$ cat src/rtl/adc_seq_pkg.sv
// Shared types for the ADC track/power-up sequencer.
// Assumes the 8-bit register layout {wake[3:0], mode[1:0], post[1:0]}.
package adc_seq_pkg;

    typedef enum logic [1:0] {
        TM_RSVD = 2'b00,
        TM_POST = 2'b01,
        TM_PRE  = 2'b10,
        TM_DUAL = 2'b11
    } trk_mode_e;

    typedef struct packed {
        logic [3:0] wake;
        trk_mode_e  mode;
        logic [1:0] post;
    } seq_cfg_t;

    typedef enum logic [2:0] {
        S_IDLE     = 3'd0,
        S_WAKE     = 3'd1,
        S_POST_SAR = 3'd2,
        S_POST_SYS = 3'd3,
        S_START    = 3'd4
    } seq_state_e;

    // Post window is run in every mode except pure pre-tracking (reserved acts as dual).
    function automatic logic has_post(trk_mode_e m);
        return m != TM_PRE;
    endfunction

    // Tracking before the request happens in every mode except pure post-tracking.
    function automatic logic has_pre(trk_mode_e m);
        return m != TM_POST;
    endfunction

endpackage

$ cat src/rtl/adc_seq_cfg.sv
// Control register of the sequencer: 8 bits, reset to all ones,
// loaded whole on a write strobe. Assumes single-cycle writes.
module adc_seq_cfg
    import adc_seq_pkg::*;
(
    input  logic       clk,
    input  logic       rst_n,
    input  logic       wr,
    input  logic [7:0] wdata,
    output seq_cfg_t   cfg,
    output logic [7:0] cfg_q
);

    logic [7:0] cfg_r;

    // Register storage with synchronous reset to 0xFF.
    always_ff @(posedge clk) begin
        if (!rst_n)  cfg_r <= 8'hFF;
        else if (wr) cfg_r <= wdata;
    end

    assign cfg   = seq_cfg_t'(cfg_r);
    assign cfg_q = cfg_r;

    AST_CFG_RESET_VAL: assert property (@(posedge clk) disable iff (!rst_n)
        $rose(rst_n) |-> cfg_q == 8'hFF);
    AST_CFG_LOAD: assert property (@(posedge clk) disable iff (!rst_n)
        wr |=> cfg_q == $past(wdata));

endmodule

$ cat src/rtl/adc_seq_tick.sv
// Enable-pulse divider. While run is high it pulses tick once every DIV
// cycles, the first pulse DIV cycles after run rises; it restarts whenever
// run drops. Assumes DIV >= 1.
module adc_seq_tick #(
    parameter int DIV = 4
) (
    input  logic clk,
    input  logic rst_n,
    input  logic run,
    output logic tick
);

    localparam int CW = (DIV > 1) ? $clog2(DIV) : 1;
    localparam logic [CW-1:0] LAST = CW'(DIV - 1);

    logic [CW-1:0] cnt;

    // Phase counter, cleared while idle so each window starts aligned.
    always_ff @(posedge clk) begin
        if (!rst_n || !run)  cnt <= '0;
        else if (cnt == LAST) cnt <= '0;
        else                 cnt <= cnt + CW'(1);
    end

    assign tick = run && (cnt == LAST);

    AST_TICK_IN_RANGE: assert property (@(posedge clk) disable iff (!rst_n)
        cnt <= LAST);

endmodule

$ cat src/rtl/adc_seq_fsm.sv
// Sequencing state machine. It accepts a request when idle and the converter
// is enabled or in burst mode, and snapshots the register at that moment.
// It then runs: optional wake-up wait, optional post window (SAR ticks then
// EXTRA_CYC system cycles), and one start cycle.
// Assumes unit_tick/sar_tick come from dividers gated by wake_run/sar_run.
module adc_seq_fsm
    import adc_seq_pkg::*;
#(
    parameter int EXTRA_CYC = 2
) (
    input  logic       clk,
    input  logic       rst_n,
    input  seq_cfg_t   cfg,
    input  logic       adc_en,
    input  logic       burst_en,
    input  logic       conv_req,
    input  logic       unit_tick,
    input  logic       sar_tick,
    output logic       wake_run,
    output logic       sar_run,
    output logic       core_pwr,
    output logic       track,
    output logic       busy,
    output logic       sar_start
);

    localparam int CMAX  = (EXTRA_CYC > 16) ? EXTRA_CYC : 16;
    localparam int CNT_W = $clog2(CMAX) + 1;
    localparam logic [CNT_W-1:0] SYS_LAST = CNT_W'(EXTRA_CYC - 1);

    seq_state_e       state;
    seq_cfg_t         snap;
    logic [CNT_W-1:0] cnt;
    logic [CNT_W-1:0] post_last;
    logic             accept;
    logic             need_wake;
    seq_state_e       after_post_sar;

    assign accept         = (state == S_IDLE) && conv_req && (adc_en || burst_en);
    assign need_wake      = burst_en && !adc_en;
    assign post_last      = (CNT_W'(2) << snap.post) - CNT_W'(1);
    assign after_post_sar = (EXTRA_CYC > 0) ? S_POST_SYS : S_START;

    // State, step counter and register snapshot.
    always_ff @(posedge clk) begin
        if (!rst_n) begin
            state <= S_IDLE;
            cnt   <= '0;
            snap  <= seq_cfg_t'(8'hFF);
        end else begin
            case (state)
                S_IDLE: begin
                    if (accept) begin
                        snap <= cfg;
                        cnt  <= '0;
                        if (need_wake)              state <= S_WAKE;
                        else if (has_post(cfg.mode)) state <= S_POST_SAR;
                        else                        state <= S_START;
                    end
                end
                S_WAKE: begin
                    if (unit_tick) begin
                        if (cnt == CNT_W'(snap.wake)) begin
                            cnt   <= '0;
                            state <= has_post(snap.mode) ? S_POST_SAR : S_START;
                        end else begin
                            cnt <= cnt + CNT_W'(1);
                        end
                    end
                end
                S_POST_SAR: begin
                    if (sar_tick) begin
                        if (cnt == post_last) begin
                            cnt   <= '0;
                            state <= after_post_sar;
                        end else begin
                            cnt <= cnt + CNT_W'(1);
                        end
                    end
                end
                S_POST_SYS: begin
                    if (cnt == SYS_LAST) begin
                        cnt   <= '0;
                        state <= S_START;
                    end else begin
                        cnt <= cnt + CNT_W'(1);
                    end
                end
                S_START: state <= S_IDLE;
                default: state <= S_IDLE;
            endcase
        end
    end

    // Output decode from state and live enables.
    always_comb begin
        wake_run  = (state == S_WAKE);
        sar_run   = (state == S_POST_SAR);
        busy      = (state != S_IDLE);
        sar_start = (state == S_START);
        core_pwr  = burst_en ? (adc_en || busy) : adc_en;
        track     = (state == S_POST_SAR) || (state == S_POST_SYS) ||
                    ((state == S_IDLE) && has_pre(cfg.mode) && core_pwr);
    end

    AST_START_SINGLE: assert property (@(posedge clk) disable iff (!rst_n)
        sar_start |=> !sar_start);
    AST_HOLD_AT_START: assert property (@(posedge clk) disable iff (!rst_n)
        sar_start |-> !track);
    AST_ACCEPT_BUSY: assert property (@(posedge clk) disable iff (!rst_n)
        accept |=> busy);
    AST_RUN_KEEPS_BUSY: assert property (@(posedge clk) disable iff (!rst_n)
        (busy && !sar_start) |=> busy);
    AST_DISABLED_IGNORE: assert property (@(posedge clk) disable iff (!rst_n)
        (!busy && !adc_en && !burst_en) |=> !busy);
    AST_WAKE_BOUND: assert property (@(posedge clk) disable iff (!rst_n)
        (state == S_WAKE) |-> cnt <= CNT_W'(snap.wake));

endmodule

$ cat src/rtl/adc_track_seq.sv
// Top of the ADC track/power-up sequencer. It derives the wake-up unit
// (UNIT_NS) from CLK_HZ and the SAR tick from SAR_DIV, and wires the
// register, the two dividers and the state machine.
// Assumes CLK_HZ is a multiple of 1 MHz.
module adc_track_seq
    import adc_seq_pkg::*;
#(
    parameter int CLK_HZ    = 50_000_000,
    parameter int UNIT_NS   = 200,
    parameter int SAR_DIV   = 4,
    parameter int EXTRA_CYC = 2
) (
    input  logic       clk,
    input  logic       rst_n,
    input  logic       cfg_wr,
    input  logic [7:0] cfg_wdata,
    output logic [7:0] cfg_q,
    input  logic       adc_en,
    input  logic       burst_en,
    input  logic       conv_req,
    output logic       core_pwr,
    output logic       track,
    output logic       busy,
    output logic       sar_start
);

    localparam int UNIT_RAW = (CLK_HZ / 1_000_000) * UNIT_NS / 1000;
    localparam int UNIT_DIV = (UNIT_RAW < 1) ? 1 : UNIT_RAW;

    seq_cfg_t cfg;
    logic     wake_run;
    logic     sar_run;
    logic     unit_tick;
    logic     sar_tick;

    adc_seq_cfg i_cfg (
        .clk   (clk),
        .rst_n (rst_n),
        .wr    (cfg_wr),
        .wdata (cfg_wdata),
        .cfg   (cfg),
        .cfg_q (cfg_q)
    );

    adc_seq_tick #(.DIV(UNIT_DIV)) i_unit_tick (
        .clk   (clk),
        .rst_n (rst_n),
        .run   (wake_run),
        .tick  (unit_tick)
    );

    adc_seq_tick #(.DIV(SAR_DIV)) i_sar_tick (
        .clk   (clk),
        .rst_n (rst_n),
        .run   (sar_run),
        .tick  (sar_tick)
    );

    adc_seq_fsm #(.EXTRA_CYC(EXTRA_CYC)) i_fsm (
        .clk       (clk),
        .rst_n     (rst_n),
        .cfg       (cfg),
        .adc_en    (adc_en),
        .burst_en  (burst_en),
        .conv_req  (conv_req),
        .unit_tick (unit_tick),
        .sar_tick  (sar_tick),
        .wake_run  (wake_run),
        .sar_run   (sar_run),
        .core_pwr  (core_pwr),
        .track     (track),
        .busy      (busy),
        .sar_start (sar_start)
    );

endmodule

$ cat config.mk
export PLATFORM = sky130hd
export DESIGN_NAME = adc_track_seq
export DESIGN_NICKNAME = d
export VERILOG_FILES = /design/src/rtl/adc_seq_pkg.sv /design/src/rtl/adc_seq_cfg.sv /design/src/rtl/adc_seq_tick.sv /design/src/rtl/adc_seq_fsm.sv /design/src/rtl/adc_track_seq.sv
export SDC_FILE = /design/constraint.sdc
export NUM_CORES = 1
export LEC_CHECK = 0
export ABC_AREA = 1
export BUFFER_PORTS_ARGS = -buffer_cell sky130_fd_sc_hd__buf_2
export CAP_MARGIN = 20
export CORE_MARGIN = 2
export CORE_UTILIZATION = 32
export DETAILED_ROUTE_END_ITERATION = 12
export GPL_TIMING_DRIVEN = 0
export SYNTH_ARGS = -nofsm -noshare
export SYNTH_HDL_FRONTEND = slang
export SYNTH_SLANG_ARGS = --single-unit
$ cat constraint.sdc
create_clock -name clk -period 1.6 [get_ports clk]
set_input_delay 0.08 -clock clk [delete_from_list [all_inputs] [get_ports clk]]
set_output_delay 0.08 -clock clk [all_outputs]
set_load 0.05 [all_outputs]
==> results.md <==
* Total inserted antenna cells at 0
* Cell Count Post-Placement at 283
* Clock tree from TritonCTS: done
* Synth Warn # at 0
* DP Area at 0.00170 mm^2
* Area fraction of the dominant cell type after synthesis at 0.399
* Crit path capture type: register
* Startpoint types: register
* Routed length per instance at 10.6 um
* Share of cells above drive strength 1 at 0.272
* Detailed Place HPWL at 2.39 mm
* LEAKAGE at 0.868 nW
* Final setup viols at 0
* Global-route congestion overflow total at 0
* Filler Cells Inserted at 469
* Biggest area consumer among synthesized cells: dfxtp_1
* Maximum net fanout on the critical path at 6
* Buffer depth of the longest clock path at 2
* First-pass GRT wire length at 5.57 mm
* Placer's final routability congestion estimate at 0.826
* Hold-fix buffers at CTS at 0
* GR peak layer: met2
* Vias in the first global route at 1232
* Number of levels the H-tree was split into at 2
* Xor-xnor portion of the synthesized cell area at 0.0291
* DRC violations left at 0
* Latest clock arrival within the worst-skew pair at 0.28 ns
* Most frequent cell after synthesis: nand2_1
* Design Area, Final at 0.00188 mm^2
* Initial standard-cell utilization of the core at 0.339
* Main flop type after synthesis: dfxtp_1
* Core box area at 0.00444 mm^2
* Count of boundary I/O pins at 26
* Number of max-cap violations at 0
* Post-synthesis compound-gate area fraction at 0.137
* Synth Net Count at 225
* Setup_tns at 0 ns
* Data arrival, critical path at 1.64 ns
* Slew at the pin closest to its max-slew limit at 0.455 ns
* Root Buffer Master: clkbuf_8
* Hold slack final at 0.00924 ns
* Netlist cell types at 30
* Number of standard cells in the final layout excluding fillers at 295
* Fraction of synthesized area in multiplexers at 0
* Post-DRT Antenna Nets at 0
* Worst max-slew margin expressed relative to the limit at 0.697
* Maximum number of pins on one net before global-route repair at 11
* Met1 routing resource usage after global routing at 0.182
* Initial antenna violation count at 0
* Detailed Route WL at 3.14 mm
* Die outline area at 0.00527 mm^2
* Run status: finished clean
* DR pass1 iterations at 4
* Fraction of the mapped netlist area in adder cells at 0.0416
* Site row count at 24
* Setup repair after global routing missed its margin: no
* Vertical extent of the die at 72.6 um
* Clock skew at 0.00615 ns
* Instance count of the mapped netlist at 206
* Proportion of register bits with asynchronous set or reset after synthesis at 0
* Synth-to-layout area growth at 24.6%
* Vias post-DR at 1398
* Maximum vdd ir drop at 0.000668 V
* Number of port buffers at 25
* Ratio of routed vias to standard cells at 4.74
* Max Slew Vio Count at 0
* Synthesized-area fraction occupied by and/or/nand/nor cells at 0.318
* GR Util met2 at 0.202
* Seq/Total Area, Yosys at 0.399
* Most used standard cells in the synthesized netlist: 50 x nand2_1, 30 x dfxtp_1, 22 x nor2_1, 18 x nand3_1, 17 x inv_1
* Area of the mapped netlist at 0.00151 mm^2
* Clock transition time at the flip-flop clock pins of the worst setup and hold paths at 0.06 ns
* Core Util, Final at 0.422
* Clock tree sinks at 30
* Dominant cells by area after synthesis: dfxtp_1 40%, nand2_1 12%, nand3_1 6.0%, nor2_1 5.5%, inv_1 4.2%
* Path type of the worst setup path: register to register
* Count of flip-flops with a built-in enable after synthesis at 0
* Period utilisation layout at 0.918
* Power density normalized to cell area at 1640 mW/mm^2
* Main combinational cell family by area after synthesis: simple AND/OR/NAND/NOR gates
* Cts bufs inserted at 5
* Final min period at 1.47 ns
* Avg Cell Area, Syn at 7.31 um^2
* GRT Resource Usage Total at 0.132
* Max Clk Rate at 0.681 GHz
* Number of DRC markers in iteration 0 at 62
* Die boundary width at 72.6 um
* Flip-flop and latch count after synthesis at 30
* Required time reported for the critical path endpoint at 1.77 ns
* Worst hold path type: primary input to register
* Met3 demand-to-capacity share in global routing at 0.0387
* Final Hold Violating Endpoints at 0
* Total Nets Final at 261
path summary, 6_finish.rpt:
path	startpoint	endpoint	slack [ns]	depth (start not counted)
max	i_fsm.state[2]	i_fsm.cnt[2]	0.13	10
min	cfg_wdata[0]	i_cfg.cfg[0]	0.009	3
max reg2reg	i_fsm.state[2]	i_fsm.cnt[2]	0.13	10
min reg2reg	i_sar_tick.cnt[0]	i_sar_tick.cnt[0]	0.42	1
layout by cell type, fill, tap and decap left out, drive strengths merged:
cell type,instances
dfxtp,30
nor3b,1
xor2,4
ha,5
a21oi,11
nor2,26
a31oi,2
nand4,2
clkbuf,10
nand3,19
bufinv,1
xnor2,1
nor3,2
inv,23
o21ai,13
nand3b,1
o211ai,7
nand2,52
buf,31
clkinv,1
o211a,1
what timing repair did:
item	in CTS	in global routing
setup endpoints to repair	0	7
buffers inserted	0	4
gates resized for setup	0	14
where the power goes:
part / total, mW / internal (mW) / switching [mW]
logic: 1.37 / 0.462 / 0.906
clock network: 0.745 / 0.465 / 0.279
registers: 0.957 / 0.859 / 0.0976
worst max-delay path, cell delays in order (launching register included):
cell      delay, ns
dfxtp_2        0.34
inv_2          0.09
nand2_1        0.12
nor2_4         0.15
inv_2          0.08
o21ai_2        0.16
nor2_4         0.09
nand2_4        0.10
clkinv_2       0.07
o21ai_1        0.11
nor2_1         0.05
metrics by stage:
step / power (mW) / worst slack, ns
global route: 3.30 / 0.00805
finish: 3.07 / 0.130
global placement: 2.19 / 0.0475
floorplan: 1.95 / 0.150
detailed placement: 2.21 / 0.0342
CTS: 2.95 / 0.0164
sequential cells by signal, indices dropped and copies added, names as in the netlist:
name             cells
i_fsm.state          3
i_fsm.snap           8
i_fsm.cnt            5
i_cfg.cfg            8
i_sar_tick.cnt       2
i_unit_tick.cnt      4
cells by family (layout without fill, tap and decap cells):
kind of cell / count (synthesis) / count (layout)
AOI/OAI and AO/OA: 34 / 34
xor gates and xnor gates: 5 / 5
adders and majority gates: 5 / 5
buffers and inverters: 29 / 66
DFF: 30 / 30
and+or+nand+nor: 103 / 103
metal layers:
layer	vias up	share of wire
met1	619	0.49
met3	4	0.055
met5	-	0
met2	29	0.44
met4	0	0.0073
li1	746	-
layout make-up:
cell class | instances | area (um^2) | share of cell area
timing repair buffer | 29 | 155 | 0.0827
buffer | 5 | 21.3 | 0.0113
sequential | 30 | 609 | 0.325
multi-input combinational | 147 | 827 | 0.441
clock inverter | 1 | 30.0 | 0.0160
clock buffer | 7 | 76.3 | 0.0407
inverter | 24 | 91.3 | 0.0487
tap | 52 | 65.1 | 0.0347
Power figures use the tool's default switching activity.
